[src/rtl/icache_inval_ctrl.sv]
module icache_inval_ctrl #(
  parameter int unsigned NUM_LINES = 64,
  localparam int unsigned IDX_W = (NUM_LINES > 1) ? $clog2(NUM_LINES) : 1
) (
  input  logic             clk_i,
  input  logic             rst_ni,
  input  logic             inval_req_i,
  input  logic             key_valid_i,
  output logic             key_req_o,
  output logic             tag_we_o,
  output logic [IDX_W-1:0] tag_idx_o,
  output logic             busy_o,
  output logic             done_o,
  input  logic             lookup_req_i,
  output logic             lookup_gnt_o
);

  typedef enum logic [1:0] {ST_IDLE, ST_KEY, ST_SWEEP, ST_DONE} st_e;

  localparam logic [IDX_W-1:0] LastIdx = IDX_W'(NUM_LINES - 1);

  st_e              state_q, state_d;
  logic [IDX_W-1:0] idx_q, idx_d;

  always_comb begin
    state_d = state_q;
    idx_d   = idx_q;
    unique case (state_q)
      ST_IDLE:  if (inval_req_i) state_d = ST_KEY;
      ST_KEY: begin
        if (key_valid_i) begin
          state_d = ST_SWEEP;
          idx_d   = '0;
        end
      end
      ST_SWEEP: begin
        if (inval_req_i) begin
          state_d = ST_KEY;
        end else if (idx_q == LastIdx) begin
          state_d = ST_DONE;
        end else begin
          idx_d = idx_q + 1'b1;
        end
      end
      ST_DONE:  state_d = inval_req_i ? ST_KEY : ST_IDLE;
      default:  state_d = ST_IDLE;
    endcase
  end

  always_ff @(posedge clk_i or negedge rst_ni) begin
    if (!rst_ni) begin
      state_q <= ST_KEY;
      idx_q   <= '0;
    end else begin
      state_q <= state_d;
      idx_q   <= idx_d;
    end
  end

  assign key_req_o    = (state_q == ST_KEY);
  assign tag_we_o     = (state_q == ST_SWEEP);
  assign tag_idx_o    = idx_q;
  assign done_o       = (state_q == ST_DONE);
  assign busy_o       = (state_q != ST_IDLE);
  assign lookup_gnt_o = lookup_req_i & ~busy_o;


  sweep_needs_key_chk: assert property (@(posedge clk_i) disable iff (!rst_ni)
    $rose(tag_we_o) |-> $past(key_req_o && key_valid_i));


  sweep_step_chk: assert property (@(posedge clk_i) disable iff (!rst_ni)
    (tag_we_o && $past(tag_we_o)) |-> (tag_idx_o == IDX_W'($past(tag_idx_o) + 1'b1)));


  sweep_start_zero_chk: assert property (@(posedge clk_i) disable iff (!rst_ni)
    $rose(tag_we_o) |-> (tag_idx_o == '0));


  done_after_last_chk: assert property (@(posedge clk_i) disable iff (!rst_ni)
    done_o |-> $past(tag_we_o && tag_idx_o == LastIdx && !inval_req_i));


  done_pulse_chk: assert property (@(posedge clk_i) disable iff (!rst_ni)
    done_o |=> !done_o);


  restart_chk: assert property (@(posedge clk_i) disable iff (!rst_ni)
    (tag_we_o && inval_req_i) |=> (key_req_o && !tag_we_o && !done_o));


  busy_release_chk: assert property (@(posedge clk_i) disable iff (!rst_ni)
    $fell(busy_o) |-> $past(done_o));


  idle_req_chk: assert property (@(posedge clk_i) disable iff (!rst_ni)
    (!busy_o && inval_req_i) |=> (key_req_o && busy_o));

endmodule

[config.mk]
export PLATFORM = sky130hd
export DESIGN_NAME = icache_inval_ctrl
export DESIGN_NICKNAME = d
export VERILOG_FILES = /design/src/rtl/icache_inval_ctrl.sv
export SDC_FILE = /design/constraint.sdc
export NUM_CORES = 1
export LEC_CHECK = 0
export ABC_AREA = 1
export BUFFER_PORTS_ARGS = -buffer_cell sky130_fd_sc_hd__clkbuf_2
export CORE_AREA = 2 2 39 41
export CTS_BUF_LIST = sky130_fd_sc_hd__clkbuf_8
export DETAILED_ROUTE_END_ITERATION = 8
export DIE_AREA = 0 0 41 43
export GPL_ROUTABILITY_DRIVEN = 0
export GPL_TIMING_DRIVEN = 0
export MAX_ROUTING_LAYER = met4
export PLACE_DENSITY_LB_ADDON = 0.3
export SETUP_SLACK_MARGIN = 0.2
export SLEW_MARGIN = 15
export SYNTH_ARGS = -nofsm -noshare
export SYNTH_HDL_FRONTEND = slang
export SYNTH_SLANG_ARGS = --single-unit
export TNS_END_PERCENT = 5
[constraint.sdc]
create_clock -name clk_i -period 1.5 [get_ports clk_i]
set_input_delay 0.075 -clock clk_i [delete_from_list [all_inputs] [get_ports clk_i]]
set_output_delay 0.075 -clock clk_i [all_outputs]
set_load 0.01 [all_outputs]
==> impl_metrics.sql <==
INSERT INTO impl_metrics (metric_group, metric, value, unit) VALUES
('worst_setup_path', 'worstPathArrival', '1.45', 'ns'),
('timing', 'setup_viol_count_final', '0', ''),
('hold_path', 'launch_instance_of_the_worst_min_delay_path', 'inval_req_i', ''),
('floorplan', 'die-width', '41', 'um'),
('cells_and_area', 'layout.cells.most_common', 'sky130_fd_sc_hd__nand2_1', ''),
('cells_and_area', 'layout_common_cells', 'sky130_fd_sc_hd__nand2_1 (24), sky130_fd_sc_hd__clkbuf_2 (15), sky130_fd_sc_hd__inv_1 (12)', ''),
('floorplan', 'initial_core_util', '40.4', '%'),
('route', 'via_count', '563', ''),
('cts', 'htree_levels', '1', ''),
('route', 'wl', '1210', 'um'),
('cts', 'clock_sinks', '8', ''),
('worst_setup_path', 'cpLargestDelayFamily', 'flip-flops', ''),
('timing', 'finClkSkew', '0.00616', 'ns'),
('cells_and_area', 'layout.filler_cells', '144', ''),
('synth', 'synth.yosys.seq_area_share', '36.0', '%'),
('worst_setup_path', 'rr_endpoint', 'tag_idx_o[5]$_DFFE_PN0P_', ''),
('route', 'wire_per_inst', '10.2', 'um'),
('floorplan', 'die_h', '43', 'um'),
('worst_setup_path', 'timing.critical_path.from_type', 'register', ''),
('floorplan', 'total_core_area', '0.00138', 'mm2'),
('worst_setup_path', 'crit_buf_inv', '2', ''),
('cts', 'clk_pin_slew_worst_paths', '0.05', 'ns'),
('worst_setup_path', 'worstPathMaxFanout', '6', ''),
('worst_setup_path', 'critical_path_required', '1.68', 'ns'),
('worst_setup_path', 'r2r.worst_path.cells', '8', ''),
('worst_setup_path', 'crit_path_top_delay_cell', 'sky130_fd_sc_hd__dfstp_2', ''),
('worst_setup_path', 'cp_slowest_stage_delay', '0.57', 'ns'),
('synth', 'ys_warn_count', '0', ''),
('cts', 'clkLatencyLatePin', '0.24', 'ns'),
('synth', 'synthDistinctLibCells', '21', ''),
('power_and_ir_drop', 'power', '1250', 'uW'),
('route', 'drtAntennaViolNets', '0', ''),
('floorplan', 'core.rowCount', '14', ''),
('synth', 'synth_nets', '86', ''),
('worst_setup_path', 'regToRegStartpoint', 'state_q[0]$_DFFE_PN1P_', ''),
('worst_setup_path', 'regToRegSetupSlack', '0.23', 'ns'),
('route', 'met2RoutedLength', '595', 'um'),
('cts', 'cts_tree', 'yes', ''),
('route', 'detailedRoute.firstIterationViolations', '6', ''),
('power_and_ir_drop', 'p_leak', '0.000404', 'uW'),
('route', 'met3RoutedLength', '61', 'um'),
('hold_path', 'hold_path_end', 'state_q[1]$_DFFE_PN0P_', ''),
('timing', 'tightest_slew', '0.233', 'ns'),
('synth', 'synth.cell_area', '559', 'um2'),
('cts', 'cts_made_buffers', '3', ''),
('global_route', 'grt_use_total', '16.3', '%'),
('cells_and_area', 'drive_gt1_share', '31.4', '%'),
('worst_setup_path', 'critPathCaptureType', 'register', ''),
('floorplan', 'floorplan.io_pins', '16', ''),
('global_route', 'grt.overflow.total', '0', ''),
('timing', 'timing.final.max_slew_violations', '0', ''),
('placed_design', 'port-buffer-count', '15', ''),
('worst_setup_path', 'crit_type', 'register to register', ''),
('hold_path', 'whs_path_depth', '3', ''),
('cts', 'clockBufferDepth', '2', ''),
('worst_setup_path', 'critical_path.cell_chain', 'inv_2, nor2_4, nand2_2, o21ai_2, inv_2, nand2_4, nand2_1, nand2_1', ''),
('route', 'drc', '0', ''),
('route', 'highest-signal-layer', 'met4', ''),
('global_route', 'maximum_number_of_pins_on_one_net_before_global_route_repair', '9', ''),
('power_and_ir_drop', 'power-per-cell-area', '1720', 'mW/mm2'),
('route', 'drt-vias-per-instance', '4.77', ''),
('timing', 'hold_viol_final', '0', ''),
('global_route', 'grt_first_pass_wirelength', '1900', 'um'),
('global_route', 'vias_in_the_first_global_route', '461', ''),
('global_route', 'initial_antenna_violation_count', '0', ''),
('placed_design', 'detailed_place_hpwl', '917', 'um'),
('power_and_ir_drop', 'vdd_ir_drop_max', '0.795', 'mV'),
('timing', 'worst_slew_margin_rel', '84.5', '%'),
('timing', 'post-route-period-util', '84.6', '%'),
('synth', 'synth_area_per_cell', '6.99', 'um2'),
('status', 'status', 'completed', '');
## routing by layer
metal	up-vias	track usage, %
met3	2	3.14
li1	291	-
met4	0	8.00
met5	-	-
met2	20	24.4
met1	250	20.3
## worst register-to-register path, stage by stage, from the launching register on
cell and delay [ns]:
sky130_fd_sc_hd__dfstp_2 0.57, sky130_fd_sc_hd__inv_2 0.07, sky130_fd_sc_hd__nor2_4 0.12, sky130_fd_sc_hd__nand2_2 0.07
sky130_fd_sc_hd__o21ai_2 0.07, sky130_fd_sc_hd__inv_2 0.09, sky130_fd_sc_hd__nand2_4 0.10, sky130_fd_sc_hd__nand2_1 0.05
sky130_fd_sc_hd__nand2_1 0.06
## flip-flops by register name, summed over array words and instances, names as in the netlist
| signal | flops |
|---|---|
| tag_idx_o | 6 |
| state_q | 2 |
## cells by family (layout without fill, tap and decap cells)
| logic type | after synthesis | count (layout) | synth area share, % |
|---|---|---|---|
| AO/OA/AOI/OAI | 9 | 9 | 11.6 |
| adder cells (fa/ha/maj) | 1 | 1 | 2.24 |
| buffers and inverters | 14 | 36 | 9.40 |
| flip-flops | 8 | 8 | 36.0 |
| multiplexers | 1 | 1 | 1.79 |
| AND/OR/NAND/NOR | 47 | 47 | 38.9 |
## report_power, final
group / leakage, uW / switching, uW / internal, uW / total, uW
clock network: 0.0000269 / 97.3 / 178 / 276
registers: 0.000106 / 64.9 / 273 / 338
logic: 0.000272 / 391 / 248 / 639
total: 0.000404 / 553 / 700 / 1250
## worst max-delay path by stage
stage,start,to,cells after the start
after detailed placement,tag_idx_o[0]$_DFFE_PN0P_,tag_idx_o[5]$_DFFE_PN0P_,7
after floorplan,tag_idx_o[0]$_DFFE_PN0P_,tag_idx_o[1]$_DFFE_PN0P_,6
final,state_q[0]$_DFFE_PN1P_,tag_idx_o[5]$_DFFE_PN0P_,8
after global routing,tag_idx_o[1]$_DFFE_PN0P_,tag_idx_o[4]$_DFFE_PN0P_,7
after global placement,tag_idx_o[0]$_DFFE_PN0P_,tag_idx_o[4]$_DFFE_PN0P_,7
after CTS,tag_idx_o[1]$_DFFE_PN0P_,tag_idx_o[5]$_DFFE_PN0P_,7
## cell type report
type / count / area [um2] / area share (%)
clock buffer: 3 / 41.3 / 5.66
clock inverter: 1 / 3.75 / 0.515
multi-input combinational: 58 / 310 / 42.5
sequential: 8 / 201 / 27.6
tap: 16 / 20.0 / 2.74
inverter: 14 / 52.6 / 7.20
timing repair buffer: 18 / 100 / 13.7
## cells in the mapped netlist
cell type                   n  area, um2
sky130_fd_sc_hd__a21oi_1    2       10.0
sky130_fd_sc_hd__dfrtp_1    7        175
sky130_fd_sc_hd__dfstp_2    1       26.3
sky130_fd_sc_hd__ha_1       1       12.5
sky130_fd_sc_hd__inv_1     11       41.3
sky130_fd_sc_hd__inv_2      3       11.3
sky130_fd_sc_hd__mux2i_1    1       10.0
sky130_fd_sc_hd__nand2_1   24       90.1
sky130_fd_sc_hd__nand2_2    2       12.5
sky130_fd_sc_hd__nand2_4    2       22.5
sky130_fd_sc_hd__nand3_1    5       25.0
sky130_fd_sc_hd__nand3b_1   1       7.51
sky130_fd_sc_hd__nor2_1    10       37.5
sky130_fd_sc_hd__nor2_4     1       11.3
sky130_fd_sc_hd__nor3_1     1       5.00
sky130_fd_sc_hd__o211ai_1   1       7.51
sky130_fd_sc_hd__o21ai_0    1       5.00
sky130_fd_sc_hd__o21ai_1    3       15.0
sky130_fd_sc_hd__o21ai_2    1       8.76
sky130_fd_sc_hd__o21bai_4   1       18.8
sky130_fd_sc_hd__or2_0      1       6.26
## metrics by stage
step	hold WS [ns]	cell area [um2]	util [%]	cells	setup slack (ns)
2_1_floorplan	-0.221	559	-	80	0.256
3_5_place_dp	-0.0635	654	47.3	111	0.177
3_3_place_gp	-0.0679	654	47.3	111	0.188
4_1_cts	0.146	717	51.8	117	0.222
5_1_grt	0.161	729	52.7	118	0.131
6_report	0.147	729	52.7	118	0.231
## timing repair
item,CTS,global route
setup endpoints to repair,6,8
setup buffers,1,1
hold endpoints to repair,8,0
pin swaps,0,4
gates resized for setup,0,1
hold buffers,1,0
Note: power is estimated with default switching activity, not from simulation.
